--- config.mk ---
export PLATFORM = sky130hd
export DESIGN_NAME = sdx_regfront
export DESIGN_NICKNAME = d
export VERILOG_FILES = /design/src/rtl/sdx_regfront_pkg.sv /design/src/rtl/sdx_addr_decode.sv /design/src/rtl/sdx_status_irq.sv /design/src/rtl/sdx_regfront.sv
export SDC_FILE = /design/constraint.sdc
export NUM_CORES = 1
export LEC_CHECK = 0
export BUFFER_PORTS_ARGS = -buffer_cell sky130_fd_sc_hd__buf_2
export CAP_MARGIN = 20
export CORE_ASPECT_RATIO = 1.4
export CORE_MARGIN = 3
export CORE_UTILIZATION = 55
export CTS_CLUSTER_SIZE = 28
export DETAILED_ROUTE_END_ITERATION = 7
export PLACE_DENSITY = 0.8
export SLEW_MARGIN = 20
export SYNTH_ARGS = -nofsm -noshare
export SYNTH_HDL_FRONTEND = slang
export SYNTH_SLANG_ARGS = --single-unit
--- constraint.sdc ---
create_clock -name clk -period 5.84 [get_ports clk]
set_input_delay 0.292 -clock clk [delete_from_list [all_inputs] [get_ports clk]]
set_output_delay 0.292 -clock clk [all_outputs]
set_load 0.05 [all_outputs]
--- src/rtl/sdx_regfront_pkg.sv ---
package sdx_regfront_pkg;

  localparam int OFS_POWER  = 'h000;
  localparam int OFS_CLOCK  = 'h004;
  localparam int OFS_ARG    = 'h008;
  localparam int OFS_CMD    = 'h00C;
  localparam int OFS_RSP_LO = 'h010;
  localparam int OFS_RSP_HI = 'h020;
  localparam int OFS_TIMER  = 'h024;
  localparam int OFS_LEN    = 'h028;
  localparam int OFS_DCTL   = 'h02C;
  localparam int OFS_DCNT   = 'h030;
  localparam int OFS_STATUS = 'h034;
  localparam int OFS_CLEAR  = 'h038;
  localparam int OFS_MASK   = 'h03C;
  localparam int OFS_FCNT   = 'h048;
  localparam int OFS_FIFO   = 'h080;

  typedef enum logic [3:0] {
    RS_ZERO, RS_POWER, RS_CLOCK, RS_ARG, RS_TIMER, RS_LEN, RS_ENG,
    RS_STATUS, RS_MASK, RS_FCNT, RS_FIFO, RS_ID
  } rsel_e;

  typedef struct packed {
    logic power;
    logic clock;
    logic arg;
    logic timer;
    logic len;
    logic clr;
    logic eng;
  } wstb_t;

  function automatic logic [7:0] id_byte(input logic [2:0] idx);
    case (idx)
      3'd0: id_byte = 8'h81;
      3'd1: id_byte = 8'h11;
      3'd2: id_byte = 8'h04;
      3'd3: id_byte = 8'h00;
      3'd4: id_byte = 8'h0D;
      3'd5: id_byte = 8'hF0;
      3'd6: id_byte = 8'h05;
      default: id_byte = 8'hB1;
    endcase
  endfunction

endpackage

--- src/rtl/sdx_addr_decode.sv ---
module sdx_addr_decode
  import sdx_regfront_pkg::*;
#(
  parameter int AW         = 12,
  parameter int NUM_IRQ    = 2,
  parameter int FIFO_WORDS = 16,
  parameter int CNT_W      = 16,
  localparam int IW        = (NUM_IRQ > 1) ? $clog2(NUM_IRQ) : 1
) (
  input  logic               bus_wr,
  input  logic               bus_rd,
  input  logic [AW-1:0]      bus_addr,
  input  logic               fifo_empty,
  input  logic [CNT_W-1:0]   byte_count,
  output rsel_e              rsel,
  output logic [IW-1:0]      mask_idx,
  output wstb_t              wstb,
  output logic [NUM_IRQ-1:0] mask_wr,
  output logic               fifo_pop,
  output logic               fifo_push,
  output logic               hold_clr
);

  localparam int FIFO_END = OFS_FIFO + 4 * FIFO_WORDS;

  logic fifo_hit, id_hit, eng_rd_hit, eng_wr_hit, mask_hit;

  assign fifo_hit   = (bus_addr >= AW'(OFS_FIFO)) && (bus_addr < AW'(FIFO_END));
  assign id_hit     = &bus_addr[AW-1:5];
  assign eng_wr_hit = (bus_addr == AW'(OFS_CMD)) || (bus_addr == AW'(OFS_DCTL));
  assign eng_rd_hit = eng_wr_hit || (bus_addr == AW'(OFS_DCNT)) ||
                      ((bus_addr >= AW'(OFS_RSP_LO)) && (bus_addr <= AW'(OFS_RSP_HI)) &&
                       (bus_addr[1:0] == 2'b00));

  always_comb begin
    mask_hit = 1'b0;
    mask_idx = '0;
    mask_wr  = '0;
    for (int i = 0; i < NUM_IRQ; i++) begin
      if (bus_addr == AW'(OFS_MASK + 4 * i)) begin
        mask_hit   = 1'b1;
        mask_idx   = IW'(i);
        mask_wr[i] = bus_wr;
      end
    end
  end

  always_comb begin
    if      (bus_addr == AW'(OFS_POWER))  rsel = RS_POWER;
    else if (bus_addr == AW'(OFS_CLOCK))  rsel = RS_CLOCK;
    else if (bus_addr == AW'(OFS_ARG))    rsel = RS_ARG;
    else if (bus_addr == AW'(OFS_TIMER))  rsel = RS_TIMER;
    else if (bus_addr == AW'(OFS_LEN))    rsel = RS_LEN;
    else if (bus_addr == AW'(OFS_STATUS)) rsel = RS_STATUS;
    else if (bus_addr == AW'(OFS_FCNT))   rsel = RS_FCNT;
    else if (eng_rd_hit)                  rsel = RS_ENG;
    else if (mask_hit)                    rsel = RS_MASK;
    else if (fifo_hit)                    rsel = RS_FIFO;
    else if (id_hit)                      rsel = RS_ID;
    else                                  rsel = RS_ZERO;
  end

  always_comb begin
    wstb.power = bus_wr && (bus_addr == AW'(OFS_POWER));
    wstb.clock = bus_wr && (bus_addr == AW'(OFS_CLOCK));
    wstb.arg   = bus_wr && (bus_addr == AW'(OFS_ARG));
    wstb.timer = bus_wr && (bus_addr == AW'(OFS_TIMER));
    wstb.len   = bus_wr && (bus_addr == AW'(OFS_LEN));
    wstb.clr   = bus_wr && (bus_addr == AW'(OFS_CLEAR));
    wstb.eng   = bus_wr && eng_wr_hit;
  end

  assign fifo_pop  = bus_rd && fifo_hit && !fifo_empty;
  assign fifo_push = bus_wr && fifo_hit && (byte_count != '0);
  assign hold_clr  = bus_rd && ((rsel == RS_STATUS) || (rsel == RS_FCNT));

endmodule

--- src/rtl/sdx_status_irq.sv ---
module sdx_status_irq #(
  parameter int DW       = 32,
  parameter int STICKY_W = 11,
  parameter int LIVE_W   = 11,
  parameter int NUM_IRQ  = 2
) (
  input  logic                  clk,
  input  logic                  rst,
  input  logic [STICKY_W-1:0]   sts_set,
  input  logic [LIVE_W-1:0]     sts_live,
  input  logic                  clr_wr,
  input  logic [STICKY_W-1:0]   clr_bits,
  input  logic [NUM_IRQ-1:0]    mask_wr,
  input  logic [DW-1:0]         mask_wdata,
  output logic [DW-1:0]         status,
  output logic [NUM_IRQ*DW-1:0] mask_flat,
  output logic [NUM_IRQ-1:0]    irq
);

  logic [STICKY_W-1:0] sticky_q, sticky_d;
  logic [LIVE_W-1:0]   live_q;
  logic [DW-1:0]       status_d;

  always_comb begin
    sticky_d = sticky_q & ~(clr_wr ? clr_bits : '0);
    sticky_d = sticky_d | sts_set;
  end
  assign status_d = DW'({sts_live, sticky_d});

  always_ff @(posedge clk) begin
    if (rst) begin
      sticky_q <= '0;
      live_q   <= '0;
    end else begin
      sticky_q <= sticky_d;
      live_q   <= sts_live;
    end
  end
  assign status = DW'({live_q, sticky_q});

  for (genvar g = 0; g < NUM_IRQ; g++) begin : g_line
    logic [DW-1:0] mask_q, mask_d;
    logic          irq_q;
    assign mask_d = mask_wr[g] ? mask_wdata : mask_q;
    always_ff @(posedge clk) begin
      if (rst) begin
        mask_q <= '0;
        irq_q  <= 1'b0;
      end else begin
        mask_q <= mask_d;
        irq_q  <= |(status_d & mask_d);
      end
    end
    assign mask_flat[g*DW +: DW] = mask_q;
    assign irq[g] = irq_q;

    AST_IRQ_MATCH: assert property (@(posedge clk) disable iff (rst)
      irq[g] == |(status & mask_q));
  end

  AST_CLEAR_TAKES: assert property (@(posedge clk) disable iff (rst)
    (clr_wr && sts_set == '0) |=> ((status[STICKY_W-1:0] & $past(clr_bits)) == '0));
  AST_STICKY_KEEP: assert property (@(posedge clk) disable iff (rst)
    !clr_wr |=> ((status[STICKY_W-1:0] & $past(status[STICKY_W-1:0])) ==
                 $past(status[STICKY_W-1:0])));

endmodule

--- src/rtl/sdx_regfront.sv ---
module sdx_regfront
  import sdx_regfront_pkg::*;
#(
  parameter int AW         = 12,
  parameter int DW         = 32,
  parameter int NARROW_W   = 8,
  parameter int STICKY_W   = 11,
  parameter int LIVE_W     = 11,
  parameter int NUM_IRQ    = 2,
  parameter int FIFO_WORDS = 16,
  parameter int CNT_W      = 16
) (
  input  logic                clk,
  input  logic                rst,
  input  logic                bus_wr,
  input  logic                bus_rd,
  input  logic [AW-1:0]       bus_addr,
  input  logic [DW-1:0]       bus_wdata,
  output logic [DW-1:0]       bus_rdata,
  output logic                bus_rvalid,
  output logic                eng_wr,
  input  logic [DW-1:0]       eng_rdata,
  input  logic [STICKY_W-1:0] sts_set,
  input  logic [LIVE_W-1:0]   sts_live,
  input  logic [CNT_W-1:0]    byte_count,
  input  logic                fifo_empty,
  input  logic [DW-1:0]       fifo_rdata,
  output logic                fifo_pop,
  output logic                fifo_push,
  output logic [DW-1:0]       fifo_wdata,
  output logic                data_hold,
  output logic [NUM_IRQ-1:0]  irq
);

  localparam int IW = (NUM_IRQ > 1) ? $clog2(NUM_IRQ) : 1;

  rsel_e                rsel;
  wstb_t                wstb;
  logic [IW-1:0]        mask_idx;
  logic [NUM_IRQ-1:0]   mask_wr;
  logic                 hold_clr;
  logic [DW-1:0]        status;
  logic [NUM_IRQ*DW-1:0] mask_flat;

  sdx_addr_decode #(
    .AW(AW), .NUM_IRQ(NUM_IRQ), .FIFO_WORDS(FIFO_WORDS), .CNT_W(CNT_W)
  ) u_dec (
    .bus_wr(bus_wr), .bus_rd(bus_rd), .bus_addr(bus_addr),
    .fifo_empty(fifo_empty), .byte_count(byte_count),
    .rsel(rsel), .mask_idx(mask_idx), .wstb(wstb), .mask_wr(mask_wr),
    .fifo_pop(fifo_pop), .fifo_push(fifo_push), .hold_clr(hold_clr)
  );

  sdx_status_irq #(
    .DW(DW), .STICKY_W(STICKY_W), .LIVE_W(LIVE_W), .NUM_IRQ(NUM_IRQ)
  ) u_sts (
    .clk(clk), .rst(rst), .sts_set(sts_set), .sts_live(sts_live),
    .clr_wr(wstb.clr), .clr_bits(bus_wdata[STICKY_W-1:0]),
    .mask_wr(mask_wr), .mask_wdata(bus_wdata),
    .status(status), .mask_flat(mask_flat), .irq(irq)
  );

  logic [NARROW_W-1:0] power_q, clock_q;
  logic [DW-1:0]       arg_q, timer_q, len_q;
  logic                hold_q;

  always_ff @(posedge clk) begin
    if (rst) begin
      power_q <= '0;
      clock_q <= '0;
      arg_q   <= '0;
      timer_q <= '0;
      len_q   <= '0;
      hold_q  <= 1'b0;
    end else begin
      if (wstb.power) power_q <= bus_wdata[NARROW_W-1:0];
      if (wstb.clock) clock_q <= bus_wdata[NARROW_W-1:0];
      if (wstb.arg)   arg_q   <= bus_wdata;
      if (wstb.timer) timer_q <= bus_wdata;
      if (wstb.len)   len_q   <= bus_wdata;
      if (fifo_pop)       hold_q <= 1'b1;
      else if (hold_clr)  hold_q <= 1'b0;
    end
  end

  assign data_hold  = hold_q;
  assign eng_wr     = wstb.eng;
  assign fifo_wdata = bus_wdata;

  logic [CNT_W:0] cnt_round;
  logic [DW-1:0]  rdata_d, rdata_q;
  logic           rvalid_q;

  assign cnt_round = {1'b0, byte_count} + (CNT_W + 1)'(3);

  always_comb begin
    case (rsel)
      RS_POWER:  rdata_d = DW'(power_q);
      RS_CLOCK:  rdata_d = DW'(clock_q);
      RS_ARG:    rdata_d = arg_q;
      RS_TIMER:  rdata_d = timer_q;
      RS_LEN:    rdata_d = len_q;
      RS_ENG:    rdata_d = eng_rdata;
      RS_STATUS: rdata_d = status;
      RS_MASK:   rdata_d = mask_flat[mask_idx*DW +: DW];
      RS_FCNT:   rdata_d = DW'(cnt_round >> 2);
      RS_FIFO:   rdata_d = fifo_empty ? '0 : fifo_rdata;
      RS_ID:     rdata_d = DW'(id_byte(bus_addr[4:2]));
      default:   rdata_d = '0;
    endcase
  end

  always_ff @(posedge clk) begin
    if (rst) begin
      rdata_q  <= '0;
      rvalid_q <= 1'b0;
    end else begin
      rdata_q  <= bus_rd ? rdata_d : '0;
      rvalid_q <= bus_rd;
    end
  end

  assign bus_rdata  = rdata_q;
  assign bus_rvalid = rvalid_q;

  AST_POP_HOLDS: assert property (@(posedge clk) disable iff (rst)
    fifo_pop |=> data_hold);
  AST_HOLD_RELEASE: assert property (@(posedge clk) disable iff (rst)
    (hold_clr && !fifo_pop) |=> !data_hold);
  AST_NO_POP_EMPTY: assert property (@(posedge clk) disable iff (rst)
    fifo_pop |-> !fifo_empty);
  AST_PUSH_NEEDS_COUNT: assert property (@(posedge clk) disable iff (rst)
    fifo_push |-> (byte_count != '0));
  AST_RVALID_FOLLOWS: assert property (@(posedge clk) disable iff (rst)
    bus_rd |=> bus_rvalid);

endmodule

### Yosys cells after proc, flatten, opt, wreduce, memory -nomap -nowiden

Cells that the tools add are included.

| word-level totals | value |
|---|---|
| RAM bits | 0 |
| logic and storage cells | 108 |
| memories | 0 |
| register bits | 234 |
| input port bits | 151 |
| latch bits | 0 |
| output and inout bits | 71 |
| memory bits (read-only) | 0 |

| cells by class | value |
|---|---|
| $lt $le $gt $ge | 4 |
| divide/modulo/power cells | 0 |
| shift operators | 1 |
| bitwise operators | 6 |
| multiply operators | 0 |
| $add $sub $neg | 1 |
| multiplexer cells | 24 |
| reduce and logical (&&, ||, !) cells | 29 |
| eq/ne operators | 29 |

Operator list:

| operator | count |
|---|---|
| case mux 32 bit (11 select lines) | 1 |
| two-way mux 32 bit | 3 |
| equality test 12 x 6 -> 1 bit, second input constant | 7 |
| AND 22 x 32 -> 32 bit | 2 |
| OR reduction 32 bit | 2 |
| indexed part select 64 x 7 -> 32 bit | 1 |
| case mux 8 bit (7 select lines) | 1 |
| two-way mux 4 bit | 11 |
| equality test 12 x 4 -> 1 bit, second input constant | 2 |
| equality test 12 x 7 -> 1 bit, second input constant | 2 |
| adder 16 x 2 -> 17 bit, second input constant | 1 |
| equality test 4 x 3 -> 1 bit, second input constant | 4 |
| equality test 4 bit, second input constant | 4 |
| nonzero test 16 bit | 1 |
| logical AND 1 bit | 15 |
| equality test 12 x 3 -> 1 bit, second input constant | 1 |
| >= comparator 12 x 5 -> 1 bit, second input constant | 1 |
| >= comparator 12 x 8 -> 1 bit, second input constant | 1 |
| less-or-equal comparator 12 x 6 -> 1 bit, second input constant | 1 |
| zero test 12 bit | 1 |
| less-than comparator 12 x 8 -> 1 bit, second input constant | 1 |
| AND 11 bit | 1 |
| two-way mux 11 bit | 1 |
| inverter 11 bit | 1 |
| 15 further kinds | 28 |

### Longest topological paths before layout

| depth | value |
|---|---|
| depth after elaboration | 17 |
| gate-level depth with buffers | 9 |
| gate-level depth less buffers | 6 |

### Modules after synthesis

From an unflattened synthesis, not the netlist that was laid out.

| second synthesis, totals | value |
|---|---|
| cell total of the unflattened synthesis | 1214 |
| area total of the unflattened synthesis | 11325.9 um^2 |

By module, submodules not included:

| module | area an instance (um^2) | seq. area each (um^2) | cells each | times used |
|---|---|---|---|---|
| sdx_regfront | 7571.0 | 2922.8 | 808 | 1 |
| sdx_status_irq | 3298.2 | 1761.7 | 336 | 1 |
| sdx_addr_decode | 456.7 | 0.0 | 70 | 1 |

### Worst setup path before layout

No wires, ideal clock.

| path | value |
|---|---|
| kind | in2out |
| start | input port bus_addr[10] |
| end | output port fifo_push |
| path slack | 3.482 ns |
| path buffers | 1 |
| cell stages on the path | 4 |
| arrival | 2.066 ns |
| data required time | 5.548 ns |
| cells stage by stage | nor4_4 -> buf_4 -> nand3b_1 -> nor3_1 |

| on the way | value |
|---|---|
| word-level cells in the longest chain between the ends | 4 |
| elaborated cells between the ends (all ways) | 5 |
| classes of those cells | order compare: 2; reduce/logical: 3 |

Ends and longest elaborated chain:

| element | RTL line | text |
|---|---|---|
| start, declared | sdx_regfront.sv:17 | `input logic [AW-1:0] bus_addr,` |
| >= comparator 12 x 8 -> 1 bit or less-than comparator 12 x 8 -> 1 bit (tied branches) | sdx_addr_decode.sv:28 | `assign fifo_hit = (bus_addr >= AW'(OFS_FIFO)) && (bus_addr < AW'(FIFO_END));` |
| logical AND 1 bit (*) | sdx_addr_decode.sv:28 |  |
| logical AND 1 bit (*) (2 in a row) | sdx_addr_decode.sv:74 | `assign fifo_push = bus_wr && fifo_hit && (byte_count != '0);` |
| end, declared | sdx_regfront.sv:29 | `output logic fifo_push,` |

Mark *: on every way between the ends. The rest lies on a longest branch, timed or not.

### Worst setup path in the final report

| path | value |
|---|---|
| start | input port bus_wr |
| end | register u_sts.g_line[0].irq_q |

| on the way | value |
|---|---|
| word-level cells in the longest chain between the ends | 7 |
| elaborated cells between the ends (all ways) | 9 |
| classes of those cells | mux: 3; bitwise: 4; reduce/logical: 2 |

Ends and longest elaborated chain:

| element | RTL line | text |
|---|---|---|
| start, declared | sdx_regfront.sv:15 | `input logic bus_wr,` |
| logical AND 1 bit | sdx_addr_decode.sv:69 | `wstb.clr = bus_wr && (bus_addr == AW'(OFS_CLEAR));` |
| two-way mux 11 bit | sdx_status_irq.sv:25 | `sticky_d = sticky_q & ~(clr_wr ? clr_bits : '0);` |
| inverter 11 bit | sdx_status_irq.sv:25 |  |
| AND 11 bit | sdx_status_irq.sv:25 |  |
| bitwise OR 11 bit | sdx_status_irq.sv:26 | `sticky_d = sticky_d \| sts_set;` |
| AND 22 x 32 -> 32 bit (*) | sdx_status_irq.sv:51 | `irq_q <= \|(status_d & mask_d);` |
| OR reduction 32 bit (*) | sdx_status_irq.sv:51 |  |
| end signal, assigned | sdx_status_irq.sv:51 |  |
| end, declared | sdx_status_irq.sv:43 | `logic irq_q;` |

Marked as above.
A chain may end at the register's enable or synchronous reset.

==> flow_metrics.tcl <==
set metrics [dict create \
    crit_path_start_kind "primary input" \
    maxSlewHeadroom_pct 35.5 \
    synth.avg_cell_area_um2 8.17 \
    clock_skew_ps 16.3 \
    cts_resized 0 \
    syn-num-nets 1452 \
    crit_path_end_kind "register" \
    async_flop_share_pct 0 \
    cts_buffer_depth 3 \
    yosysSeqAreaShare_pct 44.1 \
    yosys.area.top_type "dfxtp_1" \
    hpwl_um 22700 \
    grt_max_degree 115 \
    cp_max_fo 32 \
    pre_cts_ws_ps 2700 \
    grt_overflow_total 0 \
    dp.cells 1652 \
    clockRootBuffer "clkbuf_16" \
    routabilityCongestion 0.914 \
    die_y_um 170 \
    pwr_density_cell_nw_per_um2 265 \
    synthTopCellsByArea "dfxtp_1 (44%), nand2_1 (11%), a21oi_1 (8.9%)" \
    clock_sinks 234 \
    synthCells 1301 \
    cap_violations 0 \
    row_count 59 \
    fmax_mhz 379 \
    critPathArrivalTime_ps 2980 \
    setup_violations 0 \
    ys_ff_latch 234 \
    fin_crit_ps 2640 \
    post_drt_wl_per_cell_um 20.1 \
    layout_commonest_cell "nand2_1" \
    power_mw 3.24 \
    run_status "finished clean" \
    ctsHtreeMaxLevel 1 \
    drtIter0Drc 1434 \
    vias 10400 \
    yosys_most_used_dff "dfxtp_1" \
    core_area_um2 18800 \
    path_clk_slew_ps 70 \
    detail-route-antenna-nets 0 \
    die_area_um2 21000 \
    drive_gt1_share_pct 22.0 \
    remaining_drc_errors 0 \
    grt_pass1_wl_um 51000 \
    yosys_warnings 0 \
    finalHoldViolations 0 \
    initial_core_util_pct 56.7 \
    antenna_found_initial 2 \
    cts-hold-fix-buffers 0 \
    grt_usage_pct 31.0 \
    vias_per_cell 6.16 \
    placed_area_um2 11500 \
    grt_pass1_vias 9632 \
    ios 222 \
    drtPass1Iterations 7 \
    synth_cell_types 58 \
    finalSetupTns_ps 0 \
    finalCritPeriodShare_pct 45.1 \
    post_cts_buffers 0 \
    min_path_type "in -> reg" \
    wirelength_um 34000 \
    fin_ws_ps 3200 \
    maxSlewViolCount 0 \
    yosys.area.top_type_share_pct 44.1 \
    fill_cells 1659 \
    clk-insertion-delay-late_ps 530 \
    synth_edf_count 0 \
    path_class "in -> reg" \
    vdd_drop_max_mv 0.225 \
    numCtsBuffers 22 \
    die_width_um 123 \
    cts_tree "built" \
    rsz0062_at_grt "false" \
    required_ps 6180 \
    worstMarginPinSlew_ps 967 \
    final_design_area_no_fill_um2 12200 \
    stdcell_count 1692 \
    final_core_util_pct 65.2 \
    synth_area_um2 10600 \
    diodes 0 \
    hold_slack_ps 9.66 \
    p_leak_nw 4.75 \
    portBuffers 221 \
    area_growth_pct 15.0 \
    mostFrequentLayoutCells "nand2_1 (323), dfxtp_1 (234), buf_2 (220)" \
    r2r_slack_ps 4140 \
    final_nets 1583 \
]
-- critical path, cell delays in order --
cell and delay [ps]:
buf_2 460, nor3b_2 380, nand4_2 130, buf_4 370, mux2_2 360, a222oi_1 440, nor3b_1 340, a41oi_1 170
-- cell type report --
type	instances	area [um^2]	share of cell area, %
Multi-Input combinational cell	911	5180	42.4
Sequential cell	234	4680	38.3
Timing Repair Buffer	241	1260	10.3
Clock buffer	28	603	4.94
Tap cell	244	305	2.50
Clock inverter	12	96.3	0.788
Inverter	22	82.6	0.676
-- Yosys cell counts, types with 4 or more instances --
library cell,number
a21oi_1,188
a221oi_1,24
a222oi_1,35
a22oi_1,17
a31oi_1,17
a41oi_1,4
and2_1,5
and3_1,6
and4_1,6
buf_2,24
buf_4,38
buf_6,4
clkbuf_1,66
dfxtp_1,234
inv_1,22
mux2_2,13
mux2i_1,44
nand2_1,323
nand2b_1,5
nand3_1,26
nand4_1,8
nor2_1,69
nor2b_1,20
nor3_1,9
nor3b_2,4
nor4_1,9
o21ai_0,14
o22ai_1,11
xnor2_1,9
-- sequential cells by signal, summed over array words and instances (netlist names) --
register,count
clock_q,8
power_q,8
u_sts.g_line.irq_q,2
u_sts.g_line.mask_q,64
data_hold,1
bus_rdata,32
len_q,32
arg_q,32
timer_q,32
u_sts.live_q,11
u_sts.sticky_q,11
bus_rvalid,1
-- report_power, final --
part	switching (mW)	internal (mW)
Clock	0.620	0.779
Sequential	0.00551	1.61
Combinational	0.163	0.0664
-- metal layers --
layer | global-route usage [%] | vias to the layer above | routed length (um)
met1 | 39.7 | 4896 | 12700
met4 | 12.7 | 4 | 1350
met3 | 5.68 | 106 | 3440
li1 | - | 4808 | -
met5 | 0 | - | 21
met2 | 51.4 | 610 | 16400
-- cell families after synthesis --
group | after synthesis | synth area share (%)
AO/OA/AOI/OAI | 326 | 19.8
XOR/XNOR | 11 | 0.907
buffers and inverters | 156 | 7.43
flip-flops | 234 | 44.1
multiplexers | 58 | 5.63
AND/OR/NAND/NOR | 516 | 22.2
-- worst paths after layout --
path / start / endpoint / cells past startpoint
min reg2reg: u_sts.g_line[1].mask_q[28]$_SDFFE_PP0P_ / u_sts.g_line[1].mask_q[28]$_SDFFE_PP0P_ / 2
max reg2reg: u_sts.g_line[0].mask_q[19]$_SDFF_PP0_ / u_sts.g_line[0].irq_q$_SDFF_PP0_ / 4
max: bus_wr / u_sts.g_line[0].irq_q$_SDFF_PP0_ / 8
min: sts_live[0] / u_sts.live_q[0]$_SDFF_PP0_ / 3
(Power assumes the default switching activity.)
